**config.mk**
```make
export PLATFORM = sky130hd
export DESIGN_NAME = pc_stack_ctl
export DESIGN_NICKNAME = d
export VERILOG_FILES = /design/src/rtl/pc_stack_ctl.sv
export SDC_FILE = /design/constraint.sdc
export NUM_CORES = 1
export LEC_CHECK = 0
export CAP_MARGIN = 20
export CORE_AREA = 2 2 257 259
export CTS_CLUSTER_SIZE = 14
export DETAILED_ROUTE_END_ITERATION = 6
export DIE_AREA = 0 0 259 261
export PLACE_DENSITY_LB_ADDON = 0.25
export SETUP_SLACK_MARGIN = 0.05
export SLEW_MARGIN = 20
export SYNTH_ARGS = -nofsm -noshare
export SYNTH_HDL_FRONTEND = slang
export SYNTH_SLANG_ARGS = --single-unit
```
**constraint.sdc**
```tcl
create_clock -name clk -period 4.1 [get_ports clk]
set_clock_uncertainty 0.2 [all_clocks]
set_input_delay 0.82 -clock clk [delete_from_list [all_inputs] [get_ports clk]]
set_output_delay 0.82 -clock clk [all_outputs]
set_load 0.05 [all_outputs]
```
**src/rtl/pc_stack_ctl.sv**
```systemverilog
module pc_stack_ctl #(
  parameter int W = 64,
  parameter int STEP = 8,
  parameter logic [W-1:0] RESET_PC = '0,
  parameter logic [2:0] CC_RESET = 3'b100
) (
  input  logic         clk,
  input  logic         rst_n,
  input  logic         run_ok,
  input  logic [3:0]   icode,
  input  logic [3:0]   ifun,
  input  logic         cnd,
  input  logic [W-1:0] val_a,
  input  logic [W-1:0] val_b,
  input  logic [W-1:0] val_c,
  input  logic [W-1:0] val_p,
  input  logic [W-1:0] val_m,
  input  logic [2:0]   cc_in,
  output logic [W-1:0] next_pc,
  output logic [W-1:0] pc,
  output logic [W-1:0] val_e,
  output logic [W-1:0] mem_addr,
  output logic [W-1:0] mem_wdata,
  output logic         mem_we,
  output logic         mem_re,
  output logic         cc_load,
  output logic [2:0]   cc
);
  localparam logic [3:0] C_STORE = 4'd4, C_LOAD = 4'd5, C_ALU = 4'd6, C_JUMP = 4'd7,
                         C_CALL = 4'd8, C_RET = 4'd9, C_PUSH = 4'd10, C_POP = 4'd11;
  localparam logic [W-1:0] STEP_W = W'(STEP);

  logic is_call, is_ret, is_push, is_pop, goes_down, goes_up;
  logic unused_fun;

  assign unused_fun = ^ifun;
  assign is_call   = (icode == C_CALL);
  assign is_ret    = (icode == C_RET);
  assign is_push   = (icode == C_PUSH);
  assign is_pop    = (icode == C_POP);
  assign goes_down = is_call | is_push;
  assign goes_up   = is_ret | is_pop;

  always_comb begin
    if (is_call)                        next_pc = val_c;
    else if (icode == C_JUMP && cnd)    next_pc = val_c;
    else if (is_ret)                    next_pc = val_m;
    else                                next_pc = val_p;
  end

  assign val_e     = goes_down ? val_b - STEP_W : goes_up ? val_b + STEP_W : val_b;
  assign mem_addr  = goes_down ? val_e : goes_up ? val_a : '0;
  assign mem_wdata = is_call ? val_p : val_a;
  assign mem_we    = run_ok & (goes_down | icode == C_STORE);
  assign mem_re    = goes_up | icode == C_LOAD;
  assign cc_load   = run_ok & (icode == C_ALU);

  always_ff @(posedge clk or negedge rst_n) begin
    if (!rst_n) begin
      pc <= RESET_PC;
      cc <= CC_RESET;
    end else begin
      if (run_ok)  pc <= next_pc;
      if (cc_load) cc <= cc_in;
    end
  end
endmodule


```
==> results.txt, run 1 <==
- Worst-margin pin slew: 0.658 ns
- Number of enable flip-flop cells after synthesis: 0
- The initial antenna violation count was 8.
- Clk Latency, worst-skew pair: approximately 0.34 ns
- YS warnings: 0
- Post-synthesis instance area: 9000 sq um
* Ratio of cells with drive above 1 in the final layout: 50.2%
* Number of nets with antenna violations after routing: 0
- After detailed routing, the number of remaining DRC violations is 0.
- From synthesis to final layout, the design area changed by 155%.
- Buffers inserted to repair hold after CTS numbered 0.
- CTS saw 67 sinks.
- Worst min path class: register to register
- Capturing element type of the critical path: output pin
* RSZ-0062 raised after global routing: yes
- Post-route fraction of the period consumed by the critical path: 99.0%
- Area of all placed cells without fillers: 22900 sq um
* Die area: 67600 sq um
- Inserted Clock Buffers: 9
- After layout, the minimum clock period comes to 4.06 ns.
- Type of the worst setup path: primary input to output pin
- Initial Util: around 14%
- Pin count of the biggest net entering global routing: between 40 and 50
- For this design the ratio of total power to cell area is 204 nW/um^2.
- Final hold analysis gives a worst-case slack of approximately 0.30 ns.
- Summed over all layers, the global routing overflow is 0.
- Final setup violation count: 0
* Max-Slew Margin vs Limit: 55.7%
* Syn avg cell area: ~7.6 sq um
* First-pass iteration count of the detailed router: 5
* Number of storage elements in the synthesis netlist: 67
- Via count of the first global-routing pass: 13300
- Detailed routing inserted a total of 13100 vias.
- Maximum capacitance violations: 0
- Final cell count without fillers: 3037
- Top achievable clock speed: ~250 MHz
- Global router's overall resource usage: between 10% and 20%
* Placeable core region: roughly 65000 sq um
- Static leakage: just over 0.009 uW
- Number of nets in the finished design: 2499
- Pins over their slew limit: 0
- After synthesis, the netlist uses 62 different library cells.
- Kind of launch point of the worst setup path: primary input
- Placed Cells: 2966
- WL/cell: ~23 um
- The flow ran to the end, and the final reports show no timing, DRC or antenna violations.
* Floorplan die height: 261 um
* Total length of routed wires: 70600 um
- Prior to clock tree synthesis, the placed netlist has a worst setup slack of -0.621 ns.
- For the worst setup path, the data required time is 3.08 ns.
- Worst-path fanout max: 2
- RePlAce Congestion: 0.959
* Total area of multi-input combinational cells: 8110 sq um
- Synth async-reset ratio: 100%
- The first global-routing pass estimated 96200 um of wire.
- Final hold violation count: 0
* Main synth FF type: dfrtp_1
- Vias per cell: 4.32
- The filler cells instantiated in the layout total 6676.
- Sequential cell area fraction in the yosys report: 18.7%
- Cells fill 35.3% of the core in the end.
- Estimated wirelength of the detail-placed design: 60300 um
* Max H-tree Level: 3
* Post-route worst setup slack: 0.0391 ns
- Width of the die: around 260 um
* Register Area: between 1500 and 2000 sq um
* Number of top-level design ports: roughly 660
* IO Port Bufs: 656
- Summing all placed instances gives a cell area of 21300 sq um.
- Synthesis produced 1177 cells.
- Clock input transition at the sequential cells of the worst setup and hold paths: 0.05 ns
- Number of buffers between clock root and the deepest sink: 2
* Num rows: 94
- Violation count after the first detailed-route iteration: between 700 and 800
- Clock root buffer: clkbuf_16
- Worst vdd rail ir drop: ~130 uV
- Critical Path AT: 3.04 ns
- Post-Synthesis Net Count: between 1500 and 2000
- TritonCTS built the clock tree.
==> cell families (layout without fill, tap and decap cells) <==
group	count (synthesis)	after routing	share of synthesized area (%)
AOI/OAI and AO/OA	219	219	13.7
xor gates and xnor gates	113	113	11.0
adders and majority gates	2	2	0.278
buffers and inverters	132	1122	6.15
DFF	67	67	18.7
muxes	211	211	25.3
other	0	6	0
and+or+nand+nor	433	433	25.0
==> state kept, by name, summed over array words and instances, names as in the netlist <==
register and cells:
pc 64, cc 3
==> synth_stat cells, types with 3 or more instances <==
library cell,instances,area [sq um]
clkbuf_1,79,297
buf_4,3,22.5
or3_1,13,81.3
nor4_1,32,200
o31ai_1,4,30.0
mux2_2,131,1480
inv_1,12,45.0
nor2b_1,5,31.3
xor2_1,58,508
nand4_1,37,231
nor3_1,19,95.1
xnor2_1,55,482
o21ai_0,119,596
nand2_1,110,413
o22ai_1,6,37.5
o32ai_1,4,35.0
mux2i_1,80,801
a32oi_1,3,26.3
a21oi_1,58,290
or4_1,15,113
or2_2,7,43.8
and2_1,8,50.1
buf_1,6,22.5
nor3b_1,3,22.5
and3_1,12,75.1
nand2b_1,4,25.0
nand3_1,39,195
nand4b_1,3,26.3
and4_1,10,87.6
a31oi_1,4,25.0
dfrtp_1,66,1650
o32a_1,3,30.0
nor4_2,3,37.5
nor2_1,100,375
o41ai_1,4,35.0
buf_2,31,155
==> per-stage QoR <==
step	power, uW	setup TNS (ns)
6_report	4670	0
5_1_grt	4850	-0.0573
4_1_cts	4690	-0.414
3_5_place_dp	3890	-72.06
3_3_place_gp	3880	-76.35
2_1_floorplan	2230	0
==> worst max-delay path, stage by stage <==
cell and delay, ns:
buf_6 0.09, or4_4 0.53, or4_4 0.43, or3_4 0.41
nor3_4 0.15, xor2_2 0.10, buf_4 0.15, o21a_4 0.19
buf_12 0.15
==> final cells by class <==
cell class	count	area share [%]
Timing Repair Buffer	1094	51.1
Clock buffer	14	1.15
Tap cell	864	4.71
Sequential cell	67	7.31
Clock inverter	2	0.0545
Antenna cell	6	0.0655
Multi-Input combinational cell	978	35.4
Inverter	12	0.224
==> worst paths after layout <==
check / from / endpoint / slack, ns / cells after the start
max: val_b[58] / mem_addr[63] / 0.04 / 9
min: pc[35] / pc[35] / 0.30 / 1
max reg2reg: pc[54] / pc[54] / 3.14 / 1
min reg2reg: pc[35] / pc[35] / 0.30 / 1
max in group asynchronous: rst_n / pc[18] / 2.88 / 2
min in group asynchronous: rst_n / pc[49] / 0.31 / 2
==> power breakdown <==
group          internal (uW)  total [uW]  switching (uW)
Combinational           1370        3130            1760
Sequential               756         802            45.7
Clock                    442         736             294
==> metal layers <==
| layer | wire length [um] | GRT usage (%) | share of wire, % |
|---|---|---|---|
| met5 | 30 | 0 | 0.042 |
| met4 | 1620 | 5.38 | 2.3 |
| met3 | 3800 | 3.34 | 5.4 |
| met2 | 35500 | 34.6 | 50 |
| met1 | 29700 | 24.5 | 42 |
==> layout by cell type (no fill, tap or decap), types with 37 or more instances in the layout <==
cell type        count
buf_4              462
clkdlybuf4s50_1    339
buf_12             199
mux2_2             131
nand2_1            106
o21ai_0             96
nor2_1              82
mux2i_1             80
dfrtp_1             66
nand4_1             37
buf_6               37
==> repair_timing <==
| action | 4_1_cts | 5_1_grt |
|---|---|---|
| gates cloned | 1 | 1 |
| gates resized for setup | 286 | 119 |
| endpoints found under the hold margin | 0 | 0 |
| buffers inserted | 39 | 9 |
| pin swaps | 71 | 59 |
| setup endpoints to repair | 228 | 74 |
Power figures use the tool's default switching activity.
==> run 2: changes to the inputs <==
--- a/config.mk
+++ b/config.mk
@@ -6,10 +6,12 @@
 export NUM_CORES = 1
 export LEC_CHECK = 0
 export CAP_MARGIN = 20
-export CORE_AREA = 2 2 257 259
+export CELL_PAD_IN_SITES_DETAIL_PLACEMENT = 2
+export CELL_PAD_IN_SITES_GLOBAL_PLACEMENT = 2
+export CORE_AREA = 2 2 255 257
 export CTS_CLUSTER_SIZE = 14
 export DETAILED_ROUTE_END_ITERATION = 6
-export DIE_AREA = 0 0 259 261
+export DIE_AREA = 0 0 257 259
 export PLACE_DENSITY_LB_ADDON = 0.25
 export SETUP_SLACK_MARGIN = 0.05
 export SLEW_MARGIN = 20
==> results.txt, run 2 (synthesis gave the netlist of run 1 again) <==
- Run status: complete, but fails checks (was complete, no violations)
- The checks that failed: negative setup slack.
* Global router's overall resource usage: 23.7% (was 19.6%)
- The setup TNS is -0.562 ns (was 0 ns).
- Pin count of the biggest net entering global routing: 67 (was 45)
- Top flop regs: pc (64), cc (3) (unchanged)
- The number of buffers added by the clock tree synthesis step came to 9 (unchanged).
- Final hold violation count: 0 (unchanged)
* Top achievable clock speed: 240 MHz (was 246 MHz)
- Num rows: 93 (was 94)
- The setup slack of the worst register-to-register path was 3.12 ns (was 3.14 ns).
- The startpoint of the most critical register-to-register path is pc[51] (was pc[54]).
* Sum of overflow across all layers after global routing: 0 (unchanged)
- Ratio of cells with drive above 1 in the final layout: 53.5% (was 50.2%)
- The initial antenna violation count was 9 (was 8).
- The area of the die came to 66600 sq um (was 67600 sq um).
* Violation count after the first detailed-route iteration: 631 (was 716)
- The end-of-flow core utilization came to 37.4% (was 35.3%).
- The maximum vdd drop was 197 uV (was 129 uV).
- Capture point of the worst path: mem_addr[50] (was mem_addr[63])
- Flip-flop count of the largest register after layout: 64 (unchanged)
- Via count: 13700 (was 13100)
- The height of the chip was 259 um (was 261 um).
- Maximum capacitance violations: 0 (unchanged)
- RePlAce Congestion: 0.941 (was 0.959)
- Final setup violation count: 15 (was 0)
- The I/O pin count came to 661 (unchanged).
* Worst min path class: primary input to async pin (was register to register)
- Area growth from synthesis to final layout: 166% (was 155%)
- The count of unresolved DRC violations after routing was 0 (unchanged).
- Clk Latency, worst-skew pair: 0.35 ns (was 0.34 ns)
- Kind of launch point of the worst setup path: primary input (unchanged)
* Number of nets in the finished design: 2506 (was 2499)
* IO Port Bufs: 656 (unchanged)
- The depth of the worst register-to-register path is 1 (unchanged).
- The share of the clock period used by the worst path after layout was 102% (was 99.0%).
- The critical path data arrival time was 3.16 ns (was 3.04 ns).
* Post-route worst setup slack: -0.0752 ns (was 0.0391 ns)
- Vias per cell: 4.53 (was 4.32)
- The root buffer cell was clkbuf_16 (unchanged).
- RSZ-0062 raised after global routing: yes (unchanged)
- Placeable core region: 63900 sq um (was 65000 sq um)
* Period minus WS final: 4.18 ns (was 4.06 ns)
- Cell Area, Placed: 21200 sq um (was 21300 sq um)
- The maximum fanout count along the critical path is 5 (was 2).
* Max H-tree Level: 3 (unchanged)
- The register with the most flip-flops was pc (unchanged).
* First-pass GRT wire length: 115000 um (was 96200 um)
* Leading cell type in the layout, fill and taps excluded: buf_4 (unchanged)
- The width of the die came to 257 um (was 259 um).
* Number of buffers between clock root and the deepest sink: 2 (unchanged)
* Static leakage: 0.00957 uW (was 0.00925 uW)
- Endpoint of the worst register-to-register path: pc[51] (was pc[54])
- Critical Path RT: 3.08 ns (about the same)
* Initial Util: 14.1% (was 13.8%)
* WL/cell: 27.4 um (was 23.3 um)
- Post-route worst hold slack: 0.0347 ns (was 0.304 ns)
* Pins over their slew limit: 0 (unchanged)
- Worst-margin pin slew: 0.983 ns (was 0.658 ns)
- Commonest non-fill, non-tap cells in the layout: buf_4, clkdlybuf4s50_1, buf_12 (unchanged).
* Total length of routed wires: 83200 um (was 70600 um)
- Power density normalized to cell area: 201 nW/um^2 (was 204 nW/um^2)
- The HPWL reported at the end of detailed placement was 69200 um (was 60300 um).
- The critical path endpoint category is an output pin (unchanged).
- The clock edge transition at the registers on the reported setup and hold paths was 0.06 ns (was 0.05 ns).
* Fill cell instance count of the final layout: 6771 (was 6676)
* Max-Slew Margin vs Limit: 34.4% (was 55.7%)
* First-pass iteration count of the detailed router: 4 (was 5)
* Area of all placed cells without fillers: 23900 sq um (was 22900 sq um)
* Number of nets with antenna violations after routing: 0 (unchanged)
- The via count of the first global-routing pass came to 14800 (was 13300).
* Launching instance or port of the critical path: val_b[4] (was val_b[58])
- The CTS sink count was 67 (unchanged).
- The clock tree from TritonCTS is yes (unchanged).
- Type of the worst setup path: primary input to output pin (unchanged)
==> run 2: changes by cell type in the layout (fill, tap and decap cells not counted), moves of 7 or more <==
cell | before | now
o21ai_0 | 96 | 108
nor2_4 | 4 | 14
o21ai_1 | 21 | 6
xnor2_2 | 18 | 25
xnor2_1 | 35 | 24
xor2_4 | 5 | 15
a21oi_4 | 5 | 12
nand2_1 | 106 | 99
buf_6 | 37 | 70
buf_4 | 462 | 431
==> run 2: stage by stage <==
step                      total power (uW)  cells  worst slack [ns]
after floorplan                       2230   1177            0.0142
after global placement                3890   2942            -0.621
after detailed placement              3930   2942            -0.663
after CTS                             4810   3016            -0.132
after global routing                  4980   3031            -0.127
final                                 4810   3031           -0.0752
==> run 2: power breakdown <==
| part | total (uW) | switching (uW) | internal [uW] |
|---|---|---|---|
| Combinational | 3220 | 1840 | 1380 |
| Sequential | 807 | 50.8 | 756 |
| Clock | 782 | 322 | 460 |
| Total | 4810 | 2210 | 2600 |
==> run 2: cell type report <==
| cell class | instances | area (sq um) | area share [%] |
|---|---|---|---|
| multi-input combinational | 978 | 8850 | 37.0 |
| clock buffer | 13 | 270 | 1.13 |
| sequential | 67 | 1680 | 7.02 |
| antenna | 2 | 5.00 | 0.0209 |
| tap | 855 | 1070 | 4.48 |
| inverter | 12 | 53.8 | 0.225 |
| clock inverter | 3 | 21.3 | 0.0890 |
| timing repair buffer | 1101 | 11900 | 50.0 |
==> run 2: worst min-delay path by stage <==
stage / endpoint / depth (start not counted) / slack [ns]
floorplan: cc[0] / 0 / 0.32
global placement: pc[29] / 1 / 0.29
detailed placement: pc[26] / 1 / 0.29
CTS: pc[37] / 1 / 0.02
global route: pc[37] / 1 / 0.02
finish: pc[37] / 1 / 0.03
==> run 2: what timing repair did <==
action | in CTS | in global routing
cloned | 1 | 0
buffers inserted | 59 | 24
hold buffers | 0 | 0
endpoints found under the setup margin | 233 | 95
pin swaps | 113 | 123
resized for setup | 379 | 178
==> run 2: layer usage <==
metal	wire length [um]	GRT usage (%)	part of all wire, %	up-vias
li1	-	-	-	6201
met1	34700	29.2	42	7052
met2	43600	44.2	52	405
met3	3310	3.25	4.0	69
met4	1530	3.62	1.8	6
met5	46	0	0.055	-
==> run 2: critical path: stages <==
cell and delay [ns]:
buf_8 0.10, buf_6 0.11, buf_6 0.12, nor4_4 0.27, buf_4 0.17, buf_6 0.09
and4_4 0.21, buf_12 0.11, buf_12 0.10, nand4_1 0.11, buf_6 0.16, buf_6 0.13
nor2b_4 0.15, xnor2_4 0.12, a21oi_2 0.20, buf_12 0.16
